File: src/rtl/nand_split_pkg.sv
package nand_split_pkg;

   // Routing class of one byte position within a page
   typedef enum logic [1:0] {
      BYTE_MAIN = 2'd0,
      BYTE_ECC  = 2'd1,
      BYTE_DROP = 2'd2
   } byte_class_e;

endpackage

File: src/rtl/nand_page_cursor.sv
// Byte-in-page and page-in-block position; advances once per accepted byte.
module nand_page_cursor #(
   parameter int PAGE_BYTES      = 2112,
   parameter int PAGES_PER_BLOCK = 64,
   localparam int BW = $clog2(PAGE_BYTES),
   localparam int PW = $clog2(PAGES_PER_BLOCK)
) (
   input  logic          clk,
   input  logic          rst,
   input  logic          step,
   output logic [BW-1:0] byte_idx,
   output logic [PW-1:0] page_idx,
   output logic          last_byte,
   output logic          last_page
);

   assign last_byte = (byte_idx == BW'(PAGE_BYTES - 1));
   assign last_page = (page_idx == PW'(PAGES_PER_BLOCK - 1));

   always_ff @(posedge clk) begin
      if (rst) begin
         byte_idx <= '0;
         page_idx <= '0;
      end else if (step) begin
         if (last_byte) begin
            byte_idx <= '0;
            page_idx <= last_page ? '0 : page_idx + PW'(1);
         end else begin
            byte_idx <= byte_idx + BW'(1);
         end
      end
   end

endmodule

File: src/rtl/nand_spare_decode.sv
// Maps a byte position to main / code / drop, and a code run to its sector.
module nand_spare_decode
   import nand_split_pkg::*;
#(
   parameter int MAIN_BYTES  = 2048,
   parameter int ECC_RUNS    = 4,
   parameter int ECC_RUN_LEN = 10,
   parameter int ECC_FIRST   = 6,
   parameter int ECC_STRIDE  = 16,
   parameter int BW          = 12,
   parameter int SECT_W      = 2
) (
   input  logic [BW-1:0]     byte_idx,
   output byte_class_e       cls,
   output logic [SECT_W-1:0] sector
);

   logic                in_spare;
   logic [BW-1:0]       spare_off;
   logic [ECC_RUNS-1:0] run_hit;

   assign in_spare  = (byte_idx >= BW'(MAIN_BYTES));
   assign spare_off = byte_idx - BW'(MAIN_BYTES);

   // One window comparator per code run
   for (genvar k = 0; k < ECC_RUNS; k++) begin : g_run
      localparam int LO = ECC_FIRST + k * ECC_STRIDE;
      localparam int HI = LO + ECC_RUN_LEN;
      assign run_hit[k] = in_spare && (spare_off >= BW'(LO)) && (spare_off < BW'(HI));
   end

   always_comb begin
      sector = '0;
      for (int k = 0; k < ECC_RUNS; k++) begin
         if (run_hit[k]) sector = SECT_W'(k);
      end
   end

   always_comb begin
      if (!in_spare)     cls = BYTE_MAIN;
      else if (|run_hit) cls = BYTE_ECC;
      else               cls = BYTE_DROP;
   end

endmodule

File: src/rtl/nand_spare_splitter.sv
module nand_spare_splitter
   import nand_split_pkg::*;
#(
   parameter int DATA_W          = 8,
   parameter int MAIN_BYTES      = 2048,
   parameter int SPARE_BYTES     = 64,
   parameter int SECTOR_BYTES    = 512,
   parameter int ECC_RUNS        = 4,
   parameter int ECC_RUN_LEN     = 10,
   parameter int ECC_FIRST       = 6,
   parameter int ECC_STRIDE      = 16,
   parameter int PAGES_PER_BLOCK = 64,
   parameter logic [DATA_W-1:0] GOOD_MARK = '1,
   localparam int SECT_W = $clog2(ECC_RUNS)
) (
   input  logic              clk,
   input  logic              rst,
   input  logic              in_valid,
   input  logic [DATA_W-1:0] in_data,
   output logic              in_ready,
   output logic              main_valid,
   output logic [DATA_W-1:0] main_data,
   input  logic              main_ready,
   output logic              ecc_valid,
   output logic [DATA_W-1:0] ecc_data,
   output logic [SECT_W-1:0] ecc_sector,
   input  logic              ecc_ready,
   output logic              page_done,
   output logic              block_done,
   output logic              mark_valid,
   output logic              mark_bad
);

   localparam int PAGE_BYTES = MAIN_BYTES + SPARE_BYTES;
   localparam int BW         = $clog2(PAGE_BYTES);
   localparam int PW         = $clog2(PAGES_PER_BLOCK);

   // Elaboration-time parameter checks
   initial begin
      assert (MAIN_BYTES == ECC_RUNS * SECTOR_BYTES)
         else $error("main area must be ECC_RUNS whole sectors");
      assert (ECC_FIRST + (ECC_RUNS - 1) * ECC_STRIDE + ECC_RUN_LEN <= SPARE_BYTES)
         else $error("code runs overflow the spare area");
      assert (ECC_RUN_LEN <= ECC_STRIDE) else $error("code runs overlap");
      assert (ECC_FIRST > 0) else $error("marker byte must stay outside code runs");
      assert (ECC_RUNS >= 2 && PAGES_PER_BLOCK >= 2) else $error("counts too small");
   end

   logic          fire;
   logic [BW-1:0] byte_idx;
   logic [PW-1:0] page_idx;
   logic          last_byte, last_page;
   byte_class_e   cls;

   nand_page_cursor #(
      .PAGE_BYTES     (PAGE_BYTES),
      .PAGES_PER_BLOCK(PAGES_PER_BLOCK)
   ) cursor_i (
      .clk      (clk),
      .rst      (rst),
      .step     (fire),
      .byte_idx (byte_idx),
      .page_idx (page_idx),
      .last_byte(last_byte),
      .last_page(last_page)
   );

   nand_spare_decode #(
      .MAIN_BYTES (MAIN_BYTES),
      .ECC_RUNS   (ECC_RUNS),
      .ECC_RUN_LEN(ECC_RUN_LEN),
      .ECC_FIRST  (ECC_FIRST),
      .ECC_STRIDE (ECC_STRIDE),
      .BW         (BW),
      .SECT_W     (SECT_W)
   ) decode_i (
      .byte_idx(byte_idx),
      .cls     (cls),
      .sector  (ecc_sector)
   );

   // Either consumer stalls the whole stream so positions never drift
   assign in_ready = main_ready & ecc_ready;
   assign fire     = in_valid & in_ready;

   assign main_valid = in_valid & (cls == BYTE_MAIN) & ecc_ready;
   assign ecc_valid  = in_valid & (cls == BYTE_ECC)  & main_ready;
   assign main_data  = in_data;
   assign ecc_data   = in_data;

   assign page_done  = fire & last_byte;
   assign block_done = page_done & last_page;

   assign mark_valid = fire && (page_idx == '0) && (byte_idx == BW'(MAIN_BYTES));
   assign mark_bad   = (in_data != GOOD_MARK);

endmodule

File: config.mk
export PLATFORM = sky130hd
export DESIGN_NAME = nand_spare_splitter
export DESIGN_NICKNAME = d
export VERILOG_FILES = /design/src/rtl/nand_split_pkg.sv /design/src/rtl/nand_page_cursor.sv /design/src/rtl/nand_spare_decode.sv /design/src/rtl/nand_spare_splitter.sv
export SDC_FILE = /design/constraint.sdc
export NUM_CORES = 1
export LEC_CHECK = 0
export ABC_CLOCK_PERIOD_IN_PS = 2400
export CAP_MARGIN = 20
export CORE_MARGIN = 10
export CORE_UTILIZATION = 40
export DETAILED_ROUTE_END_ITERATION = 10
export PLACE_DENSITY = 0.7
export RECOVER_POWER = 25
export SYNTH_ARGS = -nofsm -noshare
export SYNTH_HDL_FRONTEND = slang
export SYNTH_SLANG_ARGS = --single-unit
export TNS_END_PERCENT = 10
File: constraint.sdc
create_clock -name clk -period 2.4 [get_ports clk]
set_clock_uncertainty 0.1 [all_clocks]
set_input_delay 0.24 -clock clk [delete_from_list [all_inputs] [get_ports clk]]
set_output_delay 0.24 -clock clk [all_outputs]
set_load 0.05 [all_outputs]
==> metrics.cfg <==
[die]
start_util = 0.412
dieArea_mm2 = 0.00575
rows = 20
die_x_um = 75.8
die_h_um = 75.8
io_pins = 38
core_mm2 = 0.00303

[logic_synthesis]
ys_ff_latch = 18
synth_edf_count = 0
ys.warnings.count = 0
async_reset_ff_frac = 0
syn_avg_cell_area_um2 = 8.10
mappedNetlistNets = 171
ys_seq_area_frac = 0.289
synth_area_mm2 = 0.00125
ys.flop_type = dfxtp_1
synthTopCellsByArea = dfxtp_1 (29%), buf_4 (10%), nor2_1 (5.7%), xnor2_1 (4.9%), buf_6 (4.5%)
synth_commonest_cells = nor2_1 (19), dfxtp_1 (18), buf_4 (17)
synth.most_common_cell = nor2_1
synthCells = 154
synth_top_area_cell = dfxtp_1
synth_top_area_frac = 0.289
synth.distinct_cells = 41

[drt]
initialDrtViolationCount = 46
wl_mm = 3.26
drc = 0
ant_nets = 0
dr.pass1.iters = 4
wl_per_cell_um = 14.9
via_count = 1184
via_per_inst = 5.41

[placed_design]
hpwl_mm = 2.51
port-buffer-count = 37
placed_area_mm2 = 0.00155
finalWeightedCongestion = 0.865

[setup_path]
arrival_ns = 1.95
end_kind = primary output
critPathMaxFanout = 9
rrSetupSlack_ns = 0.39
crit_type = reg -> out
cp.required_ns = 2.06
worst_setup_path_start_kind = register

[grt]
grt_pass1_vias = 1116
grt_antenna_before_repair = 0
grt_pass1_wl_mm = 5.22
grt_use_total = 0.116
grt_max_degree = 13
overflow = 0

[timing]
worst_pin_slew_ns = 0.600
rsz0062_at_grt = no
slew_headroom = 0.602
hold_viol = 0
fmax_ghz = 0.438
post-route-min-period_ns = 2.29
setup_viol = 0
post-route-period-util = 0.952
finalSetupTns_ns = 0
finalMaxSlewViolations = 0

[finish]
nFillCells = 303
syn_to_final_growth_pct = 26.7
antenna_cells = 0
nNetsFinal = 193
drive_gt1_frac = 0.126
post-route-util = 0.522
postLayoutCellArea_mm2 = 0.00158

[power_and_ir_drop]
p_leak_nw = 0.512
ir_drop_uv = 251
p_per_area_mw_per_mm2 = 395

[clocking]
path_clk_slew_ns = 0.10
cts_hold_buf = 0
cts_tree = yes
clock_path_buffers = 2
cts_buffers = 3
clk_latency_ns = 0.30
cts_num_sinks = 18
cts_max_level = 1
root_buffer = clkbuf_4

[job]
drv_cap = 0

[min_path]
hold_path_class = reg -> reg

[run_status]
status = complete, no violations

per-layer routing:
layer | up-vias | wire length (um) | GRT usage
li1 | 575 | - | -
met1 | 559 | 1330 | 0.130
met2 | 44 | 1630 | 0.205
met3 | 6 | 249 | 0.0273
met4 | 0 | 40 | 0.0474
met5 | - | 0 | 0
layout by cell type (no fill, tap or decap), types with 2 or more instances in the layout:
cell type        count
nand4_1              8
inv_1                7
clkdlybuf4s50_1     28
a21oi_1              6
clkbuf_1             5
ha_1                 3
o21ai_0              2
buf_12               5
dfxtp_1             17
nand3_1              7
nor4_1               7
and3_1               2
nand2_1             11
buf_4                2
a311oi_1             2
nor3_1               5
xnor2_1              7
nor2_1              18
xor2_1               2
clkbuf_4             3
final timing paths:
kind | from | endpoint | cells past startpoint
max reg2reg | cursor_i.byte_idx[0]$_SDFFE_PP0P_ | cursor_i.page_idx[4]$_SDFFE_PP0P_ | 5
min reg2reg | cursor_i.byte_idx[0]$_SDFFE_PP0P_ | cursor_i.byte_idx[0]$_SDFFE_PP0P_ | 2
min | cursor_i.byte_idx[0]$_SDFFE_PP0P_ | cursor_i.byte_idx[0]$_SDFFE_PP0P_ | 2
max | cursor_i.byte_idx[0]$_SDFFE_PP0P_ | page_done | 5
cells by family (layout without fill, tap and decap cells):
kind of cell             count (synthesis)  count (layout)  synth area share
AND/OR/NAND/NOR                         68              68             0.291
buffers and inverters                   31              52             0.182
AO/OA/AOI/OAI                           24              24             0.135
flip-flops                              18              18             0.289
XOR/XNOR                                 9               9            0.0632
adder cells (fa/ha/maj)                  4               4            0.0401
flip-flops by register name, indices dropped and copies added, names as in the netlist:
signal	cells
cursor_i.byte_idx	12
cursor_i.page_idx	6
layout make-up:
| cell class | instances | area (um^2) | share of cell area |
|---|---|---|---|
| multi-input combinational | 105 | 677 | 0.428 |
| timing repair buffer | 41 | 424 | 0.268 |
| sequential | 18 | 362 | 0.229 |
| tap | 44 | 55.1 | 0.0348 |
| clock buffer | 4 | 36.3 | 0.0230 |
| inverter | 7 | 26.3 | 0.0166 |
per-stage QoR:
stage	setup WS, ns	cells	hold slack (ns)	power (mW)
6_report	0.115	219	0.428	0.625
5_1_grt	0.0120	219	0.463	0.653
4_1_cts	0.00745	219	0.423	0.635
3_5_place_dp	0.209	215	0.406	0.445
3_3_place_gp	0.243	215	0.391	0.443
2_1_floorplan	-0.0106	154	0.357	0.403
power by group:
group / internal [mW] / switching [mW] / total (mW)
Clock: 0.0926 / 0.0971 / 0.190
Sequential: 0.300 / 0.00286 / 0.303
Combinational: 0.0470 / 0.0845 / 0.132
Total: 0.440 / 0.184 / 0.625
what timing repair did:
item | 4_1_cts | 5_1_grt
gates cloned | 0 | 0
setup endpoints to repair | 1 | 3
buffers inserted | 0 | 0
resized for setup | 1 | 3
critical path, cell delays in order (launching register included):
cell and delay [ns]:
dfxtp_1 0.42, ha_2 0.25, nand2_4 0.08, or3_4 0.46, nor2_2 0.25, buf_12 0.18
Power figures use the tool's default switching activity.
